## src/rtl/wiper_ctl_pkg.sv

```systemverilog
// Shared constants and types for the wiper command decoder.
// Assumes byte-granular input from a serial front end.
package wiper_ctl_pkg;
    localparam int NUM_DR = 4;
    localparam int SEL_W  = $clog2(NUM_DR);

    localparam logic [2:0] OP_XFER_W2D = 3'b010;
    localparam logic [2:0] OP_XFER_D2W = 3'b011;
    localparam logic [2:0] OP_RD_WCR   = 3'b100;
    localparam logic [2:0] OP_WR_WCR   = 3'b101;
    localparam logic [2:0] OP_RD_DR    = 3'b110;
    localparam logic [2:0] OP_WR_DR    = 3'b111;

    typedef enum logic [2:0] {
        S_IDLE, S_ID, S_INS, S_WHI, S_WLO, S_RD, S_SKIP
    } cmd_state_t;
endpackage

```

## src/rtl/wiper_id_match.sv

```systemverilog
// Compares an identification byte with the fixed type nibble and the
// strapped address pins. Purely combinational; the caller decides when
// the byte is an identification byte.
module wiper_id_match #(
    parameter logic [3:0] TYPE_CODE = 4'b0101
) (
    input  logic [7:0] id_byte,
    input  logic [2:0] pins,
    output logic       hit,
    output logic       rd_dir
);
    // Type nibble and address field must both agree.
    always_comb begin
        hit    = (id_byte[7:4] == TYPE_CODE) && (id_byte[3:1] == pins);
        rd_dir = id_byte[0];
    end
endmodule

```

## src/rtl/wiper_reg_bank.sv

```systemverilog
// Holds the live wiper register and the stored data registers, and
// applies writes and transfers. Assumes at most one strobe per cycle.
module wiper_reg_bank
    import wiper_ctl_pkg::*;
#(
    parameter int VAL_W = 10
) (
    input  logic             clk,
    input  logic             rst_n,
    input  logic             wr_wcr,
    input  logic             wr_dr,
    input  logic             xfer_d2w,
    input  logic             xfer_w2d,
    input  logic [SEL_W-1:0] sel,
    input  logic [VAL_W-1:0] wdata,
    output logic [VAL_W-1:0] wcr,
    output logic [VAL_W-1:0] dr_sel
);
    localparam logic [VAL_W-1:0] RESET_VAL = VAL_W'(1) << (VAL_W - 1);

    logic [VAL_W-1:0] wcr_q;
    logic [VAL_W-1:0] dr_q [NUM_DR];

    // Wiper register: reset to the data register 0 reset value, then write or copy in.
    always_ff @(posedge clk) begin
        if (!rst_n)        wcr_q <= RESET_VAL;
        else if (wr_wcr)   wcr_q <= wdata;
        else if (xfer_d2w) wcr_q <= dr_q[sel];
    end

    // Stored registers: reset to mid-scale, then write or copy from the wiper.
    always_ff @(posedge clk) begin
        for (int i = 0; i < NUM_DR; i++) begin
            if (!rst_n)
                dr_q[i] <= RESET_VAL;
            else if (sel == SEL_W'(i) && wr_dr)
                dr_q[i] <= wdata;
            else if (sel == SEL_W'(i) && xfer_w2d)
                dr_q[i] <= wcr_q;
        end
    end

    // Expose the live wiper and the currently selected stored register.
    always_comb begin
        wcr    = wcr_q;
        dr_sel = dr_q[sel];
    end

    a_r9_xfer_to_wiper: assert property (@(posedge clk) disable iff (!rst_n)
        xfer_d2w |=> wcr_q == $past(dr_q[sel]));
    a_r10_xfer_to_store: assert property (@(posedge clk) disable iff (!rst_n)
        xfer_w2d |=> dr_q[$past(sel)] == $past(wcr_q));
    a_r11_wiper_hold: assert property (@(posedge clk) disable iff (!rst_n)
        !(wr_wcr || xfer_d2w) |=> $stable(wcr_q));
    a_r4_one_strobe: assert property (@(posedge clk) disable iff (!rst_n)
        $onehot0({wr_wcr, wr_dr, xfer_d2w, xfer_w2d}));
endmodule

```

## src/rtl/wiper_cmd_fsm.sv

```systemverilog
// Walks each transaction byte by byte: identification, instruction,
// data or read-back. Emits one-cycle strobes to the register bank and a
// registered ack per byte. start and stop take priority over byte_valid.
module wiper_cmd_fsm
    import wiper_ctl_pkg::*;
#(
    parameter int VAL_W = 10
) (
    input  logic             clk,
    input  logic             rst_n,
    input  logic             start,
    input  logic             stop,
    input  logic             byte_valid,
    input  logic [7:0]       byte_data,
    input  logic             rd_req,
    input  logic             id_hit,
    input  logic             id_rd,
    input  logic [VAL_W-1:0] wcr,
    input  logic [VAL_W-1:0] dr_sel,
    output logic             ack,
    output logic [7:0]       rd_data,
    output logic             rd_valid,
    output logic             wr_wcr,
    output logic             wr_dr,
    output logic             xfer_d2w,
    output logic             xfer_w2d,
    output logic [SEL_W-1:0] sel,
    output logic [VAL_W-1:0] wdata
);
    localparam int HI_W = VAL_W - 8;

    cmd_state_t       state;
    logic             rw_q;
    logic             tgt_wcr_q;
    logic [SEL_W-1:0] sel_q;
    logic [HI_W-1:0]  hi_q;
    logic [1:0]       rd_cnt;

    logic       ev;
    logic [2:0] op;
    logic       is_read;
    logic       ins_take;
    logic       commit;
    logic [VAL_W-1:0] rd_val;

    // Decode the current byte and form the register strobes.
    always_comb begin
        ev       = byte_valid && !start && !stop;
        op       = byte_data[7:5];
        is_read  = (op == OP_RD_WCR) || (op == OP_RD_DR);
        ins_take = ev && (state == S_INS) && (op[2] || op[1]) && (is_read == rw_q);
        commit   = ev && (state == S_WLO);
        xfer_d2w = ins_take && (op == OP_XFER_D2W);
        xfer_w2d = ins_take && (op == OP_XFER_W2D);
        wr_wcr   = commit && tgt_wcr_q;
        wr_dr    = commit && !tgt_wcr_q;
        sel      = (state == S_INS) ? byte_data[3:2] : sel_q;
        wdata    = {hi_q, byte_data};
        rd_val   = tgt_wcr_q ? wcr : dr_sel;
    end

    // Transaction sequencing, per-byte ack and field capture.
    always_ff @(posedge clk) begin
        if (!rst_n) begin
            state     <= S_IDLE;
            ack       <= 1'b0;
            rw_q      <= 1'b0;
            tgt_wcr_q <= 1'b0;
            sel_q     <= '0;
            hi_q      <= '0;
        end else if (start) begin
            state <= S_ID;
        end else if (stop) begin
            state <= S_IDLE;
        end else if (ev) begin
            ack <= 1'b0;
            unique case (state)
                S_ID: begin
                    ack   <= id_hit;
                    rw_q  <= id_rd;
                    state <= id_hit ? S_INS : S_SKIP;
                end
                S_INS: begin
                    ack       <= ins_take;
                    sel_q     <= byte_data[3:2];
                    tgt_wcr_q <= (op == OP_RD_WCR) || (op == OP_WR_WCR);
                    if (!ins_take)                                state <= S_SKIP;
                    else if (op == OP_WR_WCR || op == OP_WR_DR)   state <= S_WHI;
                    else if (is_read)                             state <= S_RD;
                    else                                          state <= S_SKIP;
                end
                S_WHI: begin
                    ack   <= 1'b1;
                    hi_q  <= byte_data[HI_W-1:0];
                    state <= S_WLO;
                end
                S_WLO: begin
                    ack   <= 1'b1;
                    state <= S_SKIP;
                end
                default: ;
            endcase
        end
    end

    // Read-back: high byte first, then low byte, zero afterwards.
    always_ff @(posedge clk) begin
        if (!rst_n) begin
            rd_cnt   <= '0;
            rd_data  <= '0;
            rd_valid <= 1'b0;
        end else begin
            rd_valid <= 1'b0;
            if (state != S_RD) begin
                rd_cnt <= '0;
            end else if (rd_req) begin
                rd_valid <= 1'b1;
                if (rd_cnt == 2'd0)      rd_data <= 8'(rd_val >> 8);
                else if (rd_cnt == 2'd1) rd_data <= rd_val[7:0];
                else                     rd_data <= '0;
                if (rd_cnt != 2'd2) rd_cnt <= rd_cnt + 2'd1;
            end
        end
    end

    a_r1_id_ack: assert property (@(posedge clk) disable iff (!rst_n)
        (state == S_ID && ev) |=> ack == $past(id_hit));
    a_r2_skip_silent: assert property (@(posedge clk) disable iff (!rst_n)
        (state == S_SKIP && ev) |=> !ack);
    a_r12_no_write_idle: assert property (@(posedge clk) disable iff (!rst_n)
        (state == S_IDLE) |-> !(wr_wcr || wr_dr || xfer_d2w || xfer_w2d));
    a_r7_read_pulse: assert property (@(posedge clk) disable iff (!rst_n)
        rd_valid |-> $past(rd_req));
endmodule

```

## src/rtl/wiper_cmd_ctrl.sv

```systemverilog
// Top of the wiper command decoder: address match, command sequencing
// and register storage. Assumes a front end that delivers one byte per
// byte_valid strobe and reports start/stop as single-cycle pulses.
module wiper_cmd_ctrl #(
    parameter logic [3:0] TYPE_CODE = 4'b0101,
    parameter int         VAL_W     = 10
) (
    input  logic             clk,
    input  logic             rst_n,
    input  logic [2:0]       addr_pins,
    input  logic             start,
    input  logic             stop,
    input  logic             byte_valid,
    input  logic [7:0]       byte_data,
    input  logic             rd_req,
    output logic             ack,
    output logic [7:0]       rd_data,
    output logic             rd_valid,
    output logic [VAL_W-1:0] wiper_pos
);
    import wiper_ctl_pkg::*;

    logic             id_hit, id_rd;
    logic             wr_wcr, wr_dr, xfer_d2w, xfer_w2d;
    logic [SEL_W-1:0] sel;
    logic [VAL_W-1:0] wdata, wcr, dr_sel;

    wiper_id_match #(.TYPE_CODE(TYPE_CODE)) id_i (
        .id_byte(byte_data), .pins(addr_pins), .hit(id_hit), .rd_dir(id_rd)
    );

    wiper_cmd_fsm #(.VAL_W(VAL_W)) fsm_i (
        .clk(clk), .rst_n(rst_n), .start(start), .stop(stop),
        .byte_valid(byte_valid), .byte_data(byte_data), .rd_req(rd_req),
        .id_hit(id_hit), .id_rd(id_rd), .wcr(wcr), .dr_sel(dr_sel),
        .ack(ack), .rd_data(rd_data), .rd_valid(rd_valid),
        .wr_wcr(wr_wcr), .wr_dr(wr_dr), .xfer_d2w(xfer_d2w), .xfer_w2d(xfer_w2d),
        .sel(sel), .wdata(wdata)
    );

    wiper_reg_bank #(.VAL_W(VAL_W)) bank_i (
        .clk(clk), .rst_n(rst_n), .wr_wcr(wr_wcr), .wr_dr(wr_dr),
        .xfer_d2w(xfer_d2w), .xfer_w2d(xfer_w2d), .sel(sel), .wdata(wdata),
        .wcr(wcr), .dr_sel(dr_sel)
    );

    // The tap position is the live wiper register.
    always_comb wiper_pos = wcr;

    a_r5_tap_follows_write: assert property (@(posedge clk) disable iff (!rst_n)
        wr_wcr |=> wiper_pos == $past(wdata));
endmodule

```

## config.mk

```make
export PLATFORM = sky130hd
export DESIGN_NAME = wiper_cmd_ctrl
export DESIGN_NICKNAME = d
export VERILOG_FILES = /design/src/rtl/wiper_ctl_pkg.sv /design/src/rtl/wiper_id_match.sv /design/src/rtl/wiper_reg_bank.sv /design/src/rtl/wiper_cmd_fsm.sv /design/src/rtl/wiper_cmd_ctrl.sv
export SDC_FILE = /design/constraint.sdc
export NUM_CORES = 1
export LEC_CHECK = 0
export ABC_AREA = 1
export CELL_PAD_IN_SITES_DETAIL_PLACEMENT = 1
export CELL_PAD_IN_SITES_GLOBAL_PLACEMENT = 1
export CORE_AREA = 4 4 99 101
export DETAILED_ROUTE_END_ITERATION = 12
export DIE_AREA = 0 0 103 105
export PLACE_DENSITY = 0.8
export SYNTH_ARGS = -nofsm -noshare
export SYNTH_HDL_FRONTEND = slang
export SYNTH_HIERARCHICAL = 1
export SYNTH_SLANG_ARGS = --single-unit
```

## constraint.sdc

```tcl
create_clock -name clk -period 7.88 [get_ports clk]
set_input_delay 1.97 -clock clk [delete_from_list [all_inputs] [get_ports clk]]
set_output_delay 1.97 -clock clk [all_outputs]
set_load 0.05 [all_outputs]
```

Yosys cells after proc, flatten, opt, wreduce, memory -nomap -nowiden
Memory sizes are Yosys's and may differ from the RTL's.
Index checks and enable logic that the tools add are counted.
{"block": "totals", "ff_bits": 31, "latchBits": 0, "ram_bits": 40, "romBits": 0, "input_bits": 17, "output_inout_bits": 20, "wordCells": 140, "n_memories": 1}
{"memory": "bank_i.dr_q", "depth": 4, "width": 10, "rd": 1, "rd_ports_with_merged_regs": 0, "write_ports": 4, "line_no": "wiper_reg_bank.sv:22", "text": "logic [VAL_W-1:0] dr_q [NUM_DR];"}
{"block": "op_classes", "n_addsub": 1, "mul": 0, "div": 0, "order_cmp": 0, "eq_ne": 19, "n_shift": 0, "muxes": 53, "bitwise_logic": 12, "n_reduce_logical": 43}
{"cell": "two-way mux 10 bit", "n": 11}
{"cell": "two-way mux 1 bit", "n": 33}
{"cell": "logical AND 1 bit", "n": 19}
{"cell": "two-way mux 8 bit", "n": 2}
{"cell": "== test 3 bit, second input constant", "n": 5}
{"cell": "== test 3 x 2 -> 1 bit, second input constant", "n": 4}
{"cell": "one-hot mux 3 bit (4 select lines)", "n": 1}
{"cell": "AND reduction 4 bit", "n": 3}
{"cell": "two-way mux 3 bit", "n": 3}
{"cell": "bitwise OR 1 bit", "n": 8}
{"cell": "AND reduction 2 bit", "n": 4}
{"cell": "nonzero test 6 bit", "n": 1}
{"cell": "== test 2 x 1 -> 1 bit, second input constant", "n": 2}
{"cell": "== test 2 bit, second input constant", "n": 2}
{"cell": "== test 4 x 3 -> 1 bit, second input constant", "n": 1}
{"cell": "zero test 2 bit", "n": 2}
{"cell": "logical OR 1 bit", "n": 4}
{"cell": "two-way mux 2 bit", "n": 2}
{"cell": "NOT 1 bit", "n": 4}
{"cell": "nonzero test 4 bit", "n": 1}
{"cell": "OR reduction 2 bit", "n": 2}
{"cell": "== test 3 x 1 -> 1 bit, second input constant", "n": 1}
{"cell": "== test 3 bit", "n": 1}
{"cell": "zero test 1 bit", "n": 3}
{"cell": "other kinds (9)", "n": 9}

Logic depth before layout (Yosys ltp)
{"block": "logic_depth", "ltp_word": 13, "mapped_depth": 16, "mapped_depth_nobuf": 14}

Modules after synthesis
The synthesis kept the hierarchy.
{"module": "wiper_reg_bank", "instances": 1, "cells_each": 294, "area_each_um2": 2514.9, "seq_area_each_um2": 1401.3}
{"module": "wiper_cmd_fsm", "instances": 1, "cells_each": 195, "area_each_um2": 1308.8, "seq_area_each_um2": 420.4}
{"module": "wiper_id_match", "instances": 1, "cells_each": 16, "area_each_um2": 76.3, "seq_area_each_um2": 0.0}

Worst setup path before layout
No wires, ideal clock.
{"block": "synth_path", "kind": "input port to flip-flop", "startpoint": "input port start", "endpoint": "memory bank_i.dr_q[2][0], enable pin", "setup_time_ns": 0.391, "t_arrival_ns": 3.642, "required_ns": 7.489, "setup_slack_ns": 3.847, "cell_stages": 7, "path_buffers": 0, "path_cell_list": "nor2_2 -> nand2_2 -> nor2_8 -> nand3_2 -> nor3_1 -> nor2_1 -> o21ai_0"}
{"item": "from (decl)", "line_no": "wiper_cmd_ctrl.sv:11", "text": "input logic start,"}
{"item": "to (decl)", "line_no": "wiper_reg_bank.sv:22"}

==> out/results.ini <==
[status]
outcome = completed

[worst_setup_path]
worstPathMaxFanout = 21
reg2reg_slack_ps = 4500
cp_buf_inv_count = 3
critical_path_cell_count = 9
worst-endpoint-arrival_ps = 4780
required_ps = 7970
rr_endpoint = bank_i/dr_q[2][9]
path_common_cell = nand2_1
crit_path_start_kind = input pin
worst-setup-path-type = in -> reg
timing.critical_path.max_delay_family = simple AND/OR/NAND/NOR gates
critical_path.reg2reg.startpoint = fsm_i/state[2]
worst_reg2reg_path_length_in_cells = 11
crit_slowest_cell = nor3_2
sequence_of_cells_on_the_critical_path = clkdlybuf4s50_1 > nand2_1 > nand2_1 > inv_2 > nand2_1 > nor3_2 > inv_2 > nand2_1 > nand3_1
critical_path.max_stage_delay_ps = 590
worstSetupEndpointType = flop

[timing]
period_share = 0.595
rsz0062_at_grt = no
final_hold_violating_endpoints = 0
tightestPinTransition_ps = 893
post_route_setup_tns_ps = 0
maxSlewHeadroom = 0.403
fin_crit_ps = 4690
finClkSkew_ps = 6.50
timing.hold.ws_ps = 467
max_freq_mhz = 213
layout_setup_ws_ps = 3190
maxSlewViolCount = 0
setup_viol_count_final = 0

[logic_synthesis]
synth_seq_cells = 71
syn-cell-area_sq_mm = 0.00390
synth.net_count = 525
synth_area_per_cell_sq_um = 7.72
synth_warnings = 6
synth_cell_type_count = 34
synth.yosys.seq_area_share = 0.467
syn-instance-count = 505

[pwr]
areal_power_density_over_the_cells_mw_per_mm2 = 173
worst_ir_drop_vdd_mv = 0.0689
total_leakage_power_uw = 0.00184

[layout]
drive_gt1_frac = 0.0860
final_standard_cell_count_with_taps_included_and_fillers_excluded = 646
areaGrowthSynthToFinish_pct = 15.4
finish.utilization = 0.499
antenna_cells_inserted = 0
nets = 550

[clock_tree]
cts_inserted_buffers = 9
htreeDepth = 3
cts_resized = 0
post_cts.repair.setup_buffers = 0
ctsRootBufferMaster = clkbuf_8
ctsHoldBuffers = 0
clockBufferDepth = 2
clkLatencyLatePin_ps = 350
clk_pin_slew_worst_paths_ps = 80
cts_tree = done
clkSinkCount = 71

[hold_path]
timing.hold.worst.start = fsm_i/rd_data[4]
min_delay_path_depth = 2
timing.hold.worst_endpoint = fsm_i/rd_data[4]
min-delay-path-class = reg -> reg

[routing]
detail_route.first_pass.iterations = 4
wl_per_cell_microns = 17.8
detail_route.wirelength_microns = 11500
dr_total_vias = 3558
drt_drc_violations_left = 0
post_drt_via_cell_ratio = 5.51
drt_iter0_drc = 173
ant_nets = 0

[global_route]
grtUsageTotal = 0.224
grt_first_pass_wirelength_microns = 18600
grt.overflow.total = 0
grt_antenna_before_repair = 0
via_count_of_the_first_global_routing_pass = 3675
grt_max_degree = 22

[place]
globalplace.congestion = 0.872
dp.final_hpwl_microns = 8750
dp.cells = 630
placement.setup.worst_slack_ps = 2780
io_buffer_count = 36

[die]
die_h_microns = 105
start_util = 0.432
io_pins = 37
floorplan.die.width_microns = 103
placementRows = 35
core_region_sq_mm = 0.00902
floorplan.die_area_sq_mm = 0.0108

[job]
drv.max_cap_violation_count = 0

==> cell usage after synthesis, drive strengths merged <==
library cell	instances	area, sq um
a21oi	25	129
nand2	176	668
a22oi	9	67.6
o22ai	29	181
clkbuf	4	15.0
xnor2	2	17.5
clkinv	1	3.75
o21bai	3	22.5
nand3	7	57.6
nor3	4	36.3
nor3b	1	12.5
inv	54	203
edfxtp	40	1200
nor2	53	230
buf	20	140
nand4	6	52.6
dfxtp	31	621
ha	3	37.5
or2	1	6.26
o21ai	29	145
nand3b	7	52.6
==> flip-flops by register name, indices dropped and copies added (netlist names) <==
signal / cells
bank_i/dr_q: 40
bank_i/wcr: 10
fsm_i/ack: 1
fsm_i/hi_q: 2
fsm_i/rd_cnt: 2
fsm_i/rd_data: 8
fsm_i/rd_valid: 1
fsm_i/rw_q: 1
fsm_i/sel_q: 2
fsm_i/state: 3
fsm_i/tgt_wcr_q: 1
==> where the power goes <==
| part | switching [uW] | internal (uW) | total (uW) | leakage (uW) |
|---|---|---|---|---|
| sequential | 3.08 | 396 | 399 | 0.000648 |
| clock | 143 | 192 | 335 | 0.000122 |
| combinational | 29.3 | 14.8 | 44.1 | 0.00107 |
| total | 176 | 603 | 779 | 0.00184 |
==> worst max path at each step <==
stage	start	end	slack [ps]
2_1_floorplan	start	bank_i/dr_q[2][0]	3850
3_3_place_gp	byte_data[2]	bank_i/dr_q[2][1]	2940
3_5_place_dp	byte_data[2]	bank_i/dr_q[2][4]	2780
4_1_cts	byte_data[2]	bank_i/dr_q[2][9]	3130
5_1_grt	byte_data[2]	bank_i/dr_q[2][7]	2870
6_report	byte_data[2]	bank_i/dr_q[2][9]	3190
==> cell usage in the layout, fill, tap and decap left out, drive strengths merged <==
master / instances
buf: 2
edfxtp: 40
nand3: 7
nor3b: 1
nand2: 176
o21bai: 3
nand4: 6
clkinv: 2
a22oi: 9
nor2: 53
inv: 54
o22ai: 29
ha: 3
o21ai: 29
clkdlybuf4s50: 36
a21oi: 25
or2: 1
nor3: 4
clkbuf: 14
clkinvlp: 1
nand3b: 7
xnor2: 2
dfxtp: 31
==> worst min-delay path: cells and delay by family (launching register included) <==
kind	cells	cell delay, ps
AND/OR/NAND/NOR	1	60
AO/OA/AOI/OAI	1	50
flip-flops	1	310
==> cell type report <==
| class | count | area [sq um] |
|---|---|---|
| Fill cell | 1141 | 4520 |
| Inverter | 55 | 206 |
| Multi-Input combinational cell | 355 | 1720 |
| Timing Repair Buffer | 38 | 375 |
| Clock inverter | 2 | 12.5 |
| Clock buffer | 14 | 229 |
| Sequential cell | 71 | 1820 |
| Tap cell | 111 | 139 |
==> kinds of logic (layout without fill, tap and decap cells) <==
family	count (synthesis)	after routing	share of synthesized area
AOI/OAI and AO/OA	95	95	0.140
buffers and inverters	79	109	0.0927
DFF	71	71	0.467
adders and majority gates	3	3	0.00963
and+or+nand+nor	255	255	0.286
xor gates and xnor gates	2	2	0.00449
==> through the flow <==
step	cell area, sq um	power (uW)
finish	4500	779
global route	4500	807
CTS	4500	782
detailed placement	4260	452
global placement	4260	450
floorplan	3900	433
==> per-layer routing <==
metal,wire [microns],GRT usage,vias to the layer above
met1,4870,0.292,1731
met4,221,0.0685,0
met3,584,0.0467,22
met2,5800,0.370,94
li1,-,-,1711
met5,0,0,-
Note: power is estimated with default switching activity, not from simulation.
